**src/rtl/adpcm_cmd_seq.sv**
```systemverilog
module adpcm_cmd_seq #(
  parameter int ADDR_W   = 17,
  parameter int SIL_UNIT = 1024,
  parameter int NIB_MULT = 4
) (
  input  logic              clk,
  input  logic              rst,
  input  logic              start,
  output logic              busy,
  input  logic [7:0]        in_data,
  input  logic              in_valid,
  output logic              in_ready,
  output logic [ADDR_W-1:0] byte_idx,
  output logic [ADDR_W-1:0] rpt_point,
  output logic              rewind,
  output logic [3:0]        nib_out,
  output logic              nib_valid,
  output logic              dec_clear,
  output logic              done
);

  localparam int TMR_MAX = ((SIL_UNIT > NIB_MULT) ? SIL_UNIT : NIB_MULT) * 64;
  localparam int TMR_W   = $clog2(TMR_MAX);

  typedef enum logic [2:0] {
    S_IDLE, S_HDR, S_HGO, S_CNT, S_DATA, S_HI, S_LO, S_SIL
  } st_t;

  st_t              st;
  logic [TMR_W-1:0] tmr;
  logic [8:0]       nleft;
  logic [3:0]       rcnt;
  logic             seen;
  logic [5:0]       per;
  logic [3:0]       lo_nib;

  logic [TMR_W-1:0] slot_m1, sil_len;
  logic             lo_end, hdr_st, take, hdr_take, data_take;

  assign slot_m1  = TMR_W'((int'(per) + 1) * NIB_MULT - 1);
  assign sil_len  = TMR_W'((int'(in_data[5:0]) + 1) * SIL_UNIT - 1);
  assign lo_end   = (st == S_LO) && (tmr == '0) && (nleft != '0);
  assign hdr_st   = (st == S_HGO) || ((st == S_HDR) && (rcnt == '0));
  assign in_ready = hdr_st || (st == S_CNT) || (st == S_DATA) || lo_end;
  assign take     = in_valid && in_ready;
  assign hdr_take = take && hdr_st;
  assign data_take = take && ((st == S_DATA) || lo_end);
  assign busy     = (st != S_IDLE);

  always_ff @(posedge clk) begin
    if (rst) begin
      st        <= S_IDLE;
      tmr       <= '0;
      nleft     <= '0;
      rcnt      <= '0;
      seen      <= 1'b0;
      per       <= '0;
      lo_nib    <= '0;
      byte_idx  <= '0;
      rpt_point <= '0;
      rewind    <= 1'b0;
      nib_out   <= '0;
      nib_valid <= 1'b0;
      dec_clear <= 1'b0;
      done      <= 1'b0;
    end else begin
      rewind    <= 1'b0;
      nib_valid <= 1'b0;
      dec_clear <= 1'b0;
      done      <= 1'b0;
      if (take) byte_idx <= byte_idx + ADDR_W'(1);

      case (st)
        S_IDLE: if (start) begin
          st       <= S_HDR;
          rcnt     <= '0;
          seen     <= 1'b0;
          byte_idx <= '0;
        end
        S_HDR: if (rcnt != '0) begin
          rewind   <= 1'b1;
          byte_idx <= rpt_point;
          rcnt     <= rcnt - 4'd1;
          st       <= S_HGO;
        end
        S_CNT: if (take) begin
          nleft <= 9'(in_data) + 9'd1;
          st    <= S_DATA;
        end
        S_HI: begin
          if (tmr != '0) tmr <= tmr - TMR_W'(1);
          else if (nleft == '0) st <= S_HDR;
          else begin
            nib_out   <= lo_nib;
            nib_valid <= 1'b1;
            nleft     <= nleft - 9'd1;
            tmr       <= slot_m1;
            st        <= S_LO;
          end
        end
        S_LO: begin
          if (tmr != '0) tmr <= tmr - TMR_W'(1);
          else if (nleft == '0) st <= S_HDR;
          else if (!in_valid) st <= S_DATA;
        end
        S_SIL: begin
          if (tmr != '0) tmr <= tmr - TMR_W'(1);
          else st <= S_HDR;
        end
        default: ;
      endcase

      if (data_take) begin
        nib_out   <= in_data[7:4];
        lo_nib    <= in_data[3:0];
        nib_valid <= 1'b1;
        nleft     <= nleft - 9'd1;
        tmr       <= slot_m1;
        st        <= S_HI;
      end

      if (hdr_take) begin
        if (in_data != 8'h00) seen <= 1'b1;
        case (in_data[7:6])
          2'b00: begin
            if (in_data == 8'h00 && seen) begin
              done <= 1'b1;
              st   <= S_IDLE;
            end else begin
              tmr       <= sil_len;
              dec_clear <= 1'b1;
              st        <= S_SIL;
            end
          end
          2'b01: begin
            per   <= in_data[5:0];
            nleft <= 9'd256;
            st    <= S_DATA;
          end
          2'b10: begin
            per <= in_data[5:0];
            st  <= S_CNT;
          end
          default: begin
            rcnt      <= 4'(in_data[2:0]) + 4'd1;
            rpt_point <= byte_idx + ADDR_W'(1);
            st        <= S_HDR;
          end
        endcase
      end
    end
  end

  AST_REWIND_IDX: assert property (@(posedge clk) disable iff (rst)
    rewind |-> (byte_idx == rpt_point));

  AST_DONE_IDLE: assert property (@(posedge clk) disable iff (rst)
    done |-> !busy);

  AST_START_IDLE: assert property (@(posedge clk) disable iff (rst)
    $rose(busy) |-> $past(start));

  AST_READY_BUSY: assert property (@(posedge clk) disable iff (rst)
    in_ready |-> busy);

  AST_CLEAR_QUIET: assert property (@(posedge clk) disable iff (rst)
    dec_clear |=> !nib_valid);

  AST_NIB_BUSY: assert property (@(posedge clk) disable iff (rst)
    nib_valid |-> busy);

  AST_NO_DUAL_STROBE: assert property (@(posedge clk) disable iff (rst)
    $countones({nib_valid, dec_clear, rewind}) <= 1);

endmodule

```
**config.mk**
```make
export PLATFORM = sky130hd
export DESIGN_NAME = adpcm_cmd_seq
export DESIGN_NICKNAME = d
export VERILOG_FILES = /design/src/rtl/adpcm_cmd_seq.sv
export SDC_FILE = /design/constraint.sdc
export NUM_CORES = 1
export LEC_CHECK = 0
export BUFFER_PORTS_ARGS = -buffer_cell sky130_fd_sc_hd__buf_2
export CAP_MARGIN = 10
export CELL_PAD_IN_SITES_DETAIL_PLACEMENT = 0
export CELL_PAD_IN_SITES_GLOBAL_PLACEMENT = 1
export CORE_ASPECT_RATIO = 0.7
export CORE_UTILIZATION = 30
export CTS_CLUSTER_DIAMETER = 60
export DETAILED_ROUTE_END_ITERATION = 16
export GPL_ROUTABILITY_DRIVEN = 0
export PLACE_DENSITY = 0.7
export REMOVE_ABC_BUFFERS = 1
export SLEW_MARGIN = 20
export SYNTH_ARGS = -nofsm -noshare
export SYNTH_HDL_FRONTEND = slang
export SYNTH_SLANG_ARGS = --single-unit
```
**constraint.sdc**
```tcl
create_clock -name clk -period 7.6 [get_ports clk]
set_clock_uncertainty 0.15 [all_clocks]
set_input_delay 0 -clock clk [delete_from_list [all_inputs] [get_ports clk]]
set_output_delay 0 -clock clk [all_outputs]
set_load 0.005 [all_outputs]
```
== After elaboration in Yosys (flattened, before gate mapping) ==
Cells that the tools add are included.

* Mux-type cells: 53
* Equal/unequal tests: 18
* Add/sub/neg operators: 10
* Bitwise logic cells: 4
* Reductions and logical operators: 34

{| class="wikitable"
|+ Operators with widths
! kind !! count
|-
| $mux 16 || 7
|-
| $mux 9 || 6
|-
| $mux 17 || 3
|-
| $mux 3 || 12
|-
| $pmux 17 s2 || 1
|-
| $mux 4 || 8
|-
| $pmux 16 s2 || 1
|-
| $sub 16x1->16 const B || 2
|-
| $ne 4x4->1 const B || 5
|-
| $pmux 3 s6 || 1
|-
| $pmux 9 s2 || 1
|-
| $add 17x1->17 const B || 1
|-
| $logic_not 16->1 || 1
|-
| $reduce_bool 16->1 || 1
|-
| $reduce_bool 8->1 || 2
|-
| $eq 3x3->1 const B || 4
|-
| $mux 1 || 11
|-
| $sub 9x1->10 const B || 1
|-
| $add 8x1->9 const B || 1
|-
| $logic_not 9->1 || 1
|-
| $pmux 3 s3 || 1
|-
| $reduce_bool 9->1 || 1
|-
| $sub 9x1->9 const B || 1
|-
| $logic_not 8->1 || 1
|-
| 26 further kinds || 45
|}

* Input port bits: 12
* Output and inout bits: 44
* Register bits: 85
* Logic and storage cells: 133

== Depth between registers and ports, before layout ==
Gate-level depths: netlist of run 1.

* Depth after elaboration: 12
* Depth in mapped cells: 10
* Depth with buffers taken out: 9

== Worst setup path before layout of run 1 ==
Ideal clock, no wire load.

* Path type: register to register
* From: register nleft[0]
* To: register nleft[3]
* Data required time: 7391 ps
* Setup slack: 5152 ps
* Buffers on the path: 1
* Setup time: 59 ps
* Arrival time: 2239 ps
* Cell stages (with the launch flop): 10
* Path through: dfxtp_1 -> inv_1 -> ha_1 -> or4b_1 -> or2_0 -> buf_2 -> a31o_2 -> or2_2 -> nor2_1 -> a221o_1

* Word-level cells in the longest chain between the ends: 9
* Elaborated cells between the ends (all ways): 16

{| class="wikitable"
|+ RTL lines
! element !! RTL line !! RTL
|-
| from (decl) || 31 || <nowiki>logic [8:0] nleft;</nowiki>
|-
| from (signal assigned) || 87 || <nowiki>nleft <= 9'(in_data) + 9'd1;</nowiki>
|-
| from (signal assigned) || 96 || <nowiki>nleft <= nleft - 9'd1;</nowiki>
|-
| from (signal assigned) || 117 || <nowiki>nleft <= nleft - 9'd1;</nowiki>
|-
| branches (longest 8 deep; another with $sub 9x1->9) || - ||
|-
| $mux 9 (*) || 122 || <nowiki>if (hdr_take) begin</nowiki>
|}

Mark *: on every way between the ends.
A chain may end at the register's enable or synchronous reset.

== Worst setup path in the final report of run 1 ==
* From: register st[0]
* To: register tmr[10]

* Word-level cells in the longest chain between the ends: 12
* Elaborated cells between the ends (all ways): 24

{| class="wikitable"
|+ RTL lines
! element !! RTL line !! RTL
|-
| from (decl) || 29 || <nowiki>st_t st;</nowiki>
|-
| from (signal assigned) || 52 || <nowiki>st <= S_IDLE;</nowiki>
|-
| from (signal assigned) || 75 || <nowiki>st <= S_HDR;</nowiki>
|-
| from (signal assigned) || 84 || <nowiki>st <= S_HGO;</nowiki>
|-
| $eq 3x1->1 || 43 || <nowiki>assign hdr_st = (st == S_HGO) || ((st == S_HDR) && (rcnt == '0));</nowiki>
|-
| $logic_and 1x1->1 || 43 ||
|-
| $logic_or 1x1->1 || 43 ||
|-
| $logic_or 1x1->1 (3 in a row) || 44 || <nowiki>assign in_ready = hdr_st || (st == S_CNT) || (st == S_DATA) || lo_end;</nowiki>
|-
| $logic_and 1x1->1 || 45 || <nowiki>assign take = in_valid && in_ready;</nowiki>
|-
| $logic_and 1x1->1 || 47 || <nowiki>assign data_take = take && ((st == S_DATA) || lo_end);</nowiki>
|-
| $mux 16 || 113 || <nowiki>if (data_take) begin</nowiki>
|-
| $mux 16 || 126 || <nowiki>if (in_data == 8'h00 && seen) begin</nowiki>
|-
| $mux 16 || 124 || <nowiki>case (in_data[7:6])</nowiki>
|-
| $mux 16 (*) || 122 ||
|-
| to (signal assigned) || 107 || <nowiki>if (tmr != '0) tmr <= tmr - TMR_W'(1);</nowiki>
|-
| to (signal assigned) || 118 || <nowiki>tmr <= slot_m1;</nowiki>
|-
| to (signal assigned) || 130 || <nowiki>tmr <= sil_len;</nowiki>
|-
| to (decl) || 30 || <nowiki>logic [TMR_W-1:0] tmr;</nowiki>
|}

Every way passes the cells marked *; elsewhere a longest branch is shown, timed or not.

==> results of run 1 <==
-- sequential cells by signal (all words and copies together) (netlist names), 3 cells and up --
name and flops:
byte_idx 17, per 6, tmr 16, nib_out 4, rpt_point 17, lo_nib 4, st 3, nleft 9
rcnt 4
-- routing by layer --
metal / wire length [um] / global-route usage / vias up
met4: 232 / 0.04952 / 0
met1: 7991 / 0.2674 / 2505
met5: 0 / 0 / -
met3: 1159 / 0.03959 / 20
met2: 6885 / 0.2620 / 201
li1: - / - / 2537
-- final timing paths --
kind / slack [ns] / cells after the start / startpoint / end
setup / recovery: 4.54 / 6 / st[0] / tmr[10]
hold / removal: 0.03 / 4 / start / seen
setup reg to reg: 4.54 / 6 / st[0] / tmr[10]
hold reg to reg: 0.30 / 2 / lo_nib[1] / lo_nib[1]
-- layout make-up --
| class | count | area [um2] | share of cell area |
|---|---|---|---|
| multi-input combinational | 533 | 3299 | 0.5396 |
| sequential | 85 | 1702 | 0.2783 |
| timing repair buffer | 68 | 395.4 | 0.06466 |
| tap | 231 | 289.0 | 0.04727 |
| clock buffer | 10 | 239.0 | 0.03908 |
| clock inverter | 6 | 117.6 | 0.01923 |
| inverter | 19 | 72.57 | 0.01187 |
-- cell usage in the layout (no fill, tap or decap), types with 3 or more instances in the layout --
cell and count:
a211oi_1 22, a21oi_1 37, a221oi_1 6, a311o_1 3
a311oi_1 6, a31oi_1 9, and2_1 4, and3_1 8
buf_2 55, buf_4 4, bufinv_16 3, clkbuf_16 9
dfxtp_1 85, dlygate4sd3_1 9, ha_1 14, inv_1 18
mux2i_1 6, nand2_1 71, nand2b_1 5, nand3_1 36
nand4_1 9, nor2_1 72, nor2b_1 3, nor3_1 25
nor3b_1 6, nor4_1 5, o211ai_1 3, o21ai_0 23
o21ai_1 18, o22ai_1 10, o31ai_1 7, or2_2 6
or3_1 9, or3b_2 3, or4_1 5, xnor2_1 39
xor2_1 13
-- cell families (layout without fill, tap and decap cells) --
family                   after synthesis  count (layout)  synth area share
AND/OR/NAND/NOR                      285             285            0.2726
AO/OA/AOI/OAI                        175             175            0.2216
flip-flops                            85              85            0.3237
buffers and inverters                 65             103           0.04856
XOR/XNOR                              52              52           0.08665
adder cells (fa/ha/maj)               14              14           0.03333
multiplexers                           7               7           0.01357
-- worst max-delay path, cell delays in order (launching register included) --
cell and delay [ns]:
dfxtp_1 0.80, nand2b_1 0.22, o21ai_0 0.60, nand3_1 0.50, nand2_1 0.24, a221oi_1 0.08
a2111oi_1 0.35
-- repair_timing --
item	4_1_cts	5_1_grt
setup buffers	0	0
hold buffers	9	0
endpoints found under the hold margin	19	0
-- report_power, final --
part / switching, mW / total [mW] / internal [mW]
Clock: 0.198 / 0.532 / 0.334
Combinational: 0.563 / 0.886 / 0.323
Sequential: 0.102 / 0.610 / 0.507
==> results.sh, run 1 <==
export IMPL_start_kind="register"
export IMPL_routed_wl_mm=16.27
export IMPL_track_usage=0.1811
export IMPL_worst_pin_slew_ns=1.040
export IMPL_yosys_top_cells_count="dfxtp_1 (85), nor2_1 (72), nand2_1 (71)"
export IMPL_fp_dieH_um=112.7
export IMPL_avgSynthCellArea_um2=7.696
export IMPL_hpwl_mm=11.51
export IMPL_avgRoutedWirePerCell_um=17.09
export IMPL_yosysTopAreaCell="dfxtp_1"
export IMPL_first_global_vias=4763
export IMPL_setup_tns_ns=0
export IMPL_critPathKind="register to register"
export IMPL_max_slew_margin_rel=0.3070
export IMPL_critPathCaptureType="register"
export IMPL_whs_ns=0.02520
export IMPL_insertion_delay_ns=0.34
export IMPL_fin_area_mm2=0.006115
export IMPL_drive_gt1_frac=0.1373
export IMPL_portBuffers=55
export IMPL_synthTopCellsByArea="dfxtp_1 (32%), xnor2_1 (6.5%), nor2_1 (5.1%)"
export IMPL_grt_pass1_wl_mm=26.12
export IMPL_async_reset_ff_frac=0
export IMPL_cts_tree="yes"
export IMPL_dp_cells=927
export IMPL_synth_top_area_share=0.3237
export IMPL_area_growth_pct=16.33
export IMPL_ys_warn_count=0
export IMPL_synth_ff_type="dfxtp_1"
export IMPL_maxCapViolations=0
export IMPL_die_width_um=160.2
export IMPL_grt_max_degree=61
export IMPL_cts_buffer_depth=2
export IMPL_ys_seq_area_frac=0.3237
export IMPL_io_pins=56
export IMPL_antenna_found_initial=0
export IMPL_cp_max_fo=23
export IMPL_via_per_inst=5.528
export IMPL_fin_cells=952
export IMPL_hold_class="input port to register"
export IMPL_rsz0062_at_grt="no"
export IMPL_overflow=0
export IMPL_cts_sinks=85
export IMPL_final_util=0.3562
export IMPL_drtAntennaViolNets=0
export IMPL_layout_nets=742
export IMPL_nFillCells=1795
export IMPL_cts_buffers=9
export IMPL_yosysMostFrequentCell="dfxtp_1"
export IMPL_leakagePower_nw=2.234
export IMPL_synth_cell_types=70
export IMPL_row_count=40
export IMPL_start_util=0.3062
export IMPL_synth_cells=683
export IMPL_synth_edf_count=0
export IMPL_clk_pin_slew_ns=0.07
export IMPL_vias=5263
export IMPL_required_ns=7.68
export IMPL_netlist_area_mm2=0.005256
export IMPL_setup_viol=0
export IMPL_outcome="completed"
export IMPL_min_period_ns=3.056
export IMPL_timing_final_crit_share=0.4021
export IMPL_maxSlewViolCount=0
export IMPL_drt_pass1_iter_count=5
export IMPL_hold_viol=0
export IMPL_layout_setup_ws_ns=4.544
export IMPL_cts_root_buffer="clkbuf_16"
export IMPL_place_ws_ns=4.534
export IMPL_ir_drop_uv=153.4
export IMPL_cts_max_level=3
export IMPL_synth_seq_cells=85
export IMPL_crit_arrival_ns=3.14
export IMPL_p_per_area_mw_per_mm2=331.5
export IMPL_power_total_mw=2.027
export IMPL_diodes=0
export IMPL_fmax_mhz=327.3
export IMPL_route_detailed_drc=0
export IMPL_drt_iter0_markers=393
export IMPL_ctsResizeCount=0
export IMPL_placed_cell_area_mm2=0.005668
export IMPL_core_mm2=0.01717
export IMPL_dieArea_mm2=0.01806
No activity file was read; power rests on OpenSTA's default activity.
==> run 2: changes to the inputs <==
--- a/config.mk
+++ b/config.mk
@@ -14,7 +14,7 @@
 export CTS_CLUSTER_DIAMETER = 60
 export DETAILED_ROUTE_END_ITERATION = 16
 export GPL_ROUTABILITY_DRIVEN = 0
-export PLACE_DENSITY = 0.7
+export PLACE_DENSITY = 0.72
 export REMOVE_ABC_BUFFERS = 1
 export SLEW_MARGIN = 20
 export SYNTH_ARGS = -nofsm -noshare
==> constraint.sdc (replaced) <==
create_clock -name clk -period 2.6 [get_ports clk]
set_clock_uncertainty 0.15 [all_clocks]
set_input_delay 0 -clock clk [delete_from_list [all_inputs] [get_ports clk]]
set_output_delay 0 -clock clk [all_outputs]
set_load 0.005 [all_outputs]
==> results.sh, run 2 (same netlist as run 1, synthesis figures left out) <==
export IMPL_start_util=0.3062
export IMPL_ir_drop_uv=641.2
export IMPL_portBuffers=55
export IMPL_cts_buffers=9
export IMPL_whs_ns=0.04282
export IMPL_hold_depth=4
export IMPL_required_ns=2.45
export IMPL_reg2reg_depth=6
export IMPL_maxCapViolations=0
export IMPL_hp_start="in_valid"
export IMPL_r2r_setup_slack_ns=0.14
export IMPL_fp_dieH_um=112.7
export IMPL_min_period_ns=2.461
export IMPL_switching_share=0.4118
export IMPL_rsz0062_at_grt="no"
export IMPL_setup_viol=0
export IMPL_dieArea_mm2=0.01806
export IMPL_routed_wl_mm=16.33
export IMPL_p_per_area_mw_per_mm2=964.8
export IMPL_insertion_delay_ns=0.35
export IMPL_nFillCells=1775
export IMPL_drtAntennaViolNets=0
export IMPL_place_ws_ns=0.05817
export IMPL_drt_iter0_markers=427
export IMPL_timing_rr_start="per[1]"
export IMPL_row_count=40
export IMPL_hold_class="input port to register"
export IMPL_area_growth_pct=25.26
export IMPL_maxSlewViolCount=0
export IMPL_worstHoldEndpoint="tmr[11]"
export IMPL_antenna_found_initial=0
export IMPL_outcome="completed"
export IMPL_timing_final_crit_share=0.9465
export IMPL_drt_pass1_iter_count=5
export IMPL_cts_sinks=85
export IMPL_clk_pin_slew_ns=0.06
export IMPL_fin_area_mm2=0.006584
export IMPL_final_common_cell="dfxtp_1"
export IMPL_hold_viol=0
export IMPL_leakagePower_nw=2.520
export IMPL_cts_max_level=3
export IMPL_route_detailed_drc=0
export IMPL_start_kind="register"
export IMPL_cts_tree="yes"
export IMPL_vias=5217
export IMPL_grt_pass1_wl_mm=25.99
export IMPL_die_width_um=160.2
export IMPL_cts_buffer_depth=2
export IMPL_first_global_vias=4655
export IMPL_io_pins=56
export IMPL_track_usage=0.1824
export IMPL_power_switching_mw=2.616
export IMPL_top_regs="byte_idx (17), rpt_point (17), tmr (16)"
export IMPL_timing_rr_end="tmr[10]"
export IMPL_crit_arrival_ns=2.31
export IMPL_critPathKind="register to output port"
export IMPL_pwr_share_clk=0.225
export IMPL_overflow=0
export IMPL_avgRoutedWirePerCell_um=16.20
export IMPL_core_mm2=0.01717
export IMPL_cp_max_fo=16
export IMPL_critPathCaptureType="output port"
export IMPL_hpwl_mm=12.08
export IMPL_diodes=0
export IMPL_via_per_inst=5.176
export IMPL_layout_nets=798
export IMPL_worst_pin_slew_ns=0.5362
export IMPL_final_util=0.3835
export IMPL_grt_max_degree=39
export IMPL_layout_common_cells="dfxtp_1 (84), nor2_1 (71), nand2_1 (70), buf_2 (55), buf_4 (54)"
export IMPL_p_comb_frac=0.506
export IMPL_critPathLaunch="nleft[1]"
export IMPL_fmax_mhz=406.4
export IMPL_layout_setup_ws_ns=0.1392
export IMPL_p_int_mw=3.736
export IMPL_max_slew_margin_rel=0.6418
export IMPL_drive_gt1_frac=0.2072
export IMPL_placed_cell_area_mm2=0.006123
export IMPL_cts_root_buffer="clkbuf_16"
export IMPL_seqPwrFrac=0.269
==> run 2: metal layers <==
metal / track usage / share of wire / routed length (um) / vias up
met5: 0 / 0 / 0 / -
met4: 0.04254 / 0.011 / 180 / 0
met3: 0.04509 / 0.059 / 959 / 13
met2: 0.2426 / 0.39 / 6312 / 133
met1: 0.2853 / 0.54 / 8873 / 2412
li1: - / - / - / 2659
==> run 2: how the worst max path moves through the flow <==
stage                     to  slack [ns]  depth (start not counted)
floorplan             tmr[5]       -0.17                          8
global placement    nleft[4]        0.07                          9
detailed placement  nleft[4]        0.06                          9
CTS                 nleft[4]        0.04                          9
global route        in_ready       0.002                          8
finish              in_ready        0.14                          8
==> run 2: area by class of cell <==
| type | instances | area (um2) | share of cell area |
|---|---|---|---|
| multi-input combinational | 533 | 3324 | 0.5049 |
| clock inverter | 7 | 97.59 | 0.01482 |
| clock buffer | 9 | 225.2 | 0.03421 |
| timing repair buffer | 124 | 872.1 | 0.1325 |
| tap | 231 | 289.0 | 0.04390 |
| sequential | 85 | 1703 | 0.2586 |
| inverter | 19 | 72.57 | 0.01102 |
==> run 2: repair_timing <==
action | in CTS | in global routing
resized for setup | 0 | 10
setup buffers | 0 | 1
hold endpoints to repair | 22 | 0
hold buffers | 10 | 0
setup endpoints to repair | 0 | 14
==> run 2: worst max-delay path, cell delays in order (launching register included) <==
cell and delay [ns]:
dfxtp_1 0.33, inv_1 0.06, ha_1 0.14, or4b_1 0.48
o21a_1 0.23, a21oi_2 0.33, buf_12 0.20, nor2b_1 0.05
buf_2 0.13
==> run 2: power by group through the flow <==
stage | Clock, mW | Sequential [mW] | Combinational, mW
floorplan | 0 | 1.72 | 1.80
global placement | 0 | 1.73 | 3.09
global route | 1.50 | 1.74 | 3.51
CTS | 1.45 | 1.70 | 3.09
detailed placement | 0 | 1.73 | 3.06
finish | 1.43 | 1.71 | 3.21
==> run 2: metrics by stage <==
stage / total power [mW] / setup TNS, ns / cells
4_1_cts: 6.243 / 0 / 1007
3_3_place_gp: 4.819 / 0 / 981
2_1_floorplan: 3.515 / -2.515 / 637
5_1_grt: 6.750 / 0 / 1008
6_report: 6.352 / 0 / 1008
3_5_place_dp: 4.785 / 0 / 981
==> run 3: changes to the inputs <==
--- a/config.mk
+++ b/config.mk
@@ -5,6 +5,7 @@
 export SDC_FILE = /design/constraint.sdc
 export NUM_CORES = 1
 export LEC_CHECK = 0
+export ABC_AREA = 1
 export BUFFER_PORTS_ARGS = -buffer_cell sky130_fd_sc_hd__buf_2
 export CAP_MARGIN = 10
 export CELL_PAD_IN_SITES_DETAIL_PLACEMENT = 0
@@ -14,7 +15,7 @@
 export CTS_CLUSTER_DIAMETER = 60
 export DETAILED_ROUTE_END_ITERATION = 16
 export GPL_ROUTABILITY_DRIVEN = 0
-export PLACE_DENSITY = 0.72
+export PLACE_DENSITY = 0.74
 export REMOVE_ABC_BUFFERS = 1
 export SLEW_MARGIN = 20
 export SYNTH_ARGS = -nofsm -noshare
==> constraint.sdc (replaced) <==
create_clock -name clk -period 2.6 [get_ports clk]
set_clock_uncertainty 0.15 [all_clocks]
set_input_delay 0.52 -clock clk [delete_from_list [all_inputs] [get_ports clk]]
set_output_delay 0.52 -clock clk [all_outputs]
set_load 0.005 [all_outputs]
==> results.sh, run 3 <==
export IMPL_grt_max_degree=29
export IMPL_grt_use_met2=0.2414
export IMPL_ir_drop_uv=553.1
export IMPL_cts_buffer_depth=2
export IMPL_cts_max_level=3
export IMPL_insertion_delay_ns=0.35
export IMPL_place_ws_ns=0.2077
export IMPL_layout_setup_ws_ns=0.1064
export IMPL_avgSynthCellArea_um2=6.556
export IMPL_hold_buffers=0
export IMPL_critPathKind="register to output port"
export IMPL_cts_tree="yes"
export IMPL_async_reset_ff_frac=0
export IMPL_layout_common_cells="nand2_1 (219), inv_1 (87), dfxtp_1 (84), nor2_1 (79), a21oi_1 (68)"
export IMPL_io_pins=56
export IMPL_placed_cell_area_mm2=0.006120
export IMPL_critPathCaptureType="output port"
export IMPL_cts_sinks=85
export IMPL_clk_pin_slew_ns=0.06
export IMPL_whs_ns=0.3137
export IMPL_grt_use_met3=0.03865
export IMPL_track_usage=0.1798
export IMPL_drive_gt1_frac=0.1623
export IMPL_synth_seq_cells=85
export IMPL_reg2reg_depth=12
export IMPL_cts_buffers=9
export IMPL_worst_pin_slew_ns=0.7591
export IMPL_fp_dieH_um=115.6
export IMPL_synth_top_family_by_area="simple AND/OR/NAND/NOR gates"
export IMPL_core_mm2=0.01801
export IMPL_timing_final_crit_share=0.9591
export IMPL_ys_warn_count=0
export IMPL_maxSlewViolCount=0
export IMPL_drtAntennaViolNets=0
export IMPL_first_global_vias=4883
export IMPL_dieArea_mm2=0.01898
export IMPL_rsz0062_at_grt="no"
export IMPL_netlist_area_mm2=0.005527
export IMPL_synth_ff_type="dfxtp_1"
export IMPL_synth_xor_area_share=0.06339
export IMPL_diodes=0
export IMPL_row_count=41
export IMPL_fin_area_mm2=0.006426
export IMPL_hold_depth=2
export IMPL_critPathMaxStageDelay_ns=0.56
export IMPL_yosysTopAreaCell="dfxtp_1"
export IMPL_overflow=0
export IMPL_start_kind="register"
export IMPL_portBuffers=55
export IMPL_synth_top_area_share=0.3079
export IMPL_use_met1=0.2855
export IMPL_setup_tns_ns=0
export IMPL_nFillCells=1931
export IMPL_cts_root_buffer="clkbuf_16"
export IMPL_busiest_layer="met1"
export IMPL_top_regs="byte_idx (17), rpt_point (17), tmr (16)"
export IMPL_cp_max_fo=9
export IMPL_multi_input_area_mm2=0.003269
export IMPL_crit_arrival_ns=1.82
export IMPL_antenna_found_initial=0
export IMPL_synth_cell_types=41
export IMPL_ys_seq_area_frac=0.3079
export IMPL_p_per_area_mw_per_mm2=1143
export IMPL_required_ns=1.93
export IMPL_area_growth_pct=16.28
export IMPL_synth_compound_area_frac=0.1825
export IMPL_drt_pass1_iter_count=5
export IMPL_synthTopCellsByArea="dfxtp_1 (31%), nand2_1 (15%), a21oi_1 (6.2%)"
export IMPL_yosysMostFrequentCell="nand2_1"
export IMPL_max_slew_margin_rel=0.4934
export IMPL_drt_iter0_markers=498
export IMPL_setup_viol=0
export IMPL_route_detailed_drc=0
export IMPL_via_per_inst=4.739
export IMPL_postCtsSetupBuffers=0
export IMPL_final_util=0.3569
export IMPL_die_width_um=164.2
export IMPL_hold_class="register to register"
export IMPL_cp_cell_sequence="nand2_2 > inv_2 > nand2_2 > inv_2 > nor2_1 > nand3_2 > buf_2"
export IMPL_maxCapViolations=0
export IMPL_synth_edf_count=0
export IMPL_avgRoutedWirePerCell_um=14.22
export IMPL_synth_simple_area_share=0.3136
export IMPL_synth_fa_ha_area_frac=0.03170
export IMPL_synth_cells=843
export IMPL_yosys_top_cells_count="nand2_1 (219), inv_1 (88), dfxtp_1 (85)"
export IMPL_vias=5440
export IMPL_outcome="completed"
export IMPL_fmax_mhz=401.0
export IMPL_regArea_mm2=0.001703
export IMPL_cp_slowest_cell="dfxtp_1"
export IMPL_start_util=0.3069
export IMPL_layout_nets=933
export IMPL_hold_viol=0
export IMPL_leakagePower_nw=3.042
export IMPL_routed_wl_mm=16.33
export IMPL_grt_pass1_wl_mm=26.52
export IMPL_synthMuxAreaShare=0
export IMPL_final_common_cell="nand2_1"
export IMPL_min_period_ns=2.494
export IMPL_hpwl_mm=12.64
==> run 3: report_power, final <==
| part | internal (mW) | switching (mW) | total, mW |
|---|---|---|---|
| registers | 1.59 | 0.346 | 1.94 |
| logic | 1.42 | 2.64 | 4.06 |
| clock network | 0.774 | 0.574 | 1.35 |
==> run 3: timing repair <==
| action | 4_1_cts | 5_1_grt |
|---|---|---|
| endpoints found under the hold margin | 0 | 0 |
| gates resized for setup | 0 | 3 |
| endpoints found under the setup margin | 0 | 1 |
==> run 3: metal layers <==
metal	wire, um	vias to the layer above
met1	9182	2415
li1	-	2867
met5	0	-
met4	135	0
met3	867	10
met2	6143	148
==> run 3: cell type report <==
class,count,share of cell area
Sequential cell,85,0.2650
Multi-Input combinational cell,630,0.5088
Tap cell,236,0.04595
Clock inverter,5,0.009346
Timing Repair Buffer,79,0.07282
Clock buffer,11,0.03777
Inverter,102,0.06036
==> run 3: cells by family after synthesis <==
kind of cell	Yosys count
compound gates	180
xor+xnor	40
fa+ha+maj	14
buf+inv	128
flops	85
simple gates	396
==> run 3: through the flow <==
stage | instances | power, mW
floorplan | 817 | 4.707
global placement | 1132 | 6.070
detailed placement | 1132 | 5.932
CTS | 1148 | 7.305
global route | 1148 | 8.017
finish | 1148 | 7.347
==> run 3: worst paths after layout <==
check | start | endpoint | slack, ns
worst min-delay path | rpt_point[15] | byte_idx[15] | 0.31
worst max register to register | st[0] | byte_idx[15] | 0.27
worst min register to register | rpt_point[15] | byte_idx[15] | 0.31
worst max-delay path | st[0] | in_ready | 0.11
==> run 3: worst max-delay path, delay by kind of cell, from the launching register on <==
kind,cells,cell delay [ns]
AND/OR/NAND/NOR,4,0.48
flip-flops,1,0.56
buffers and inverters,3,0.44
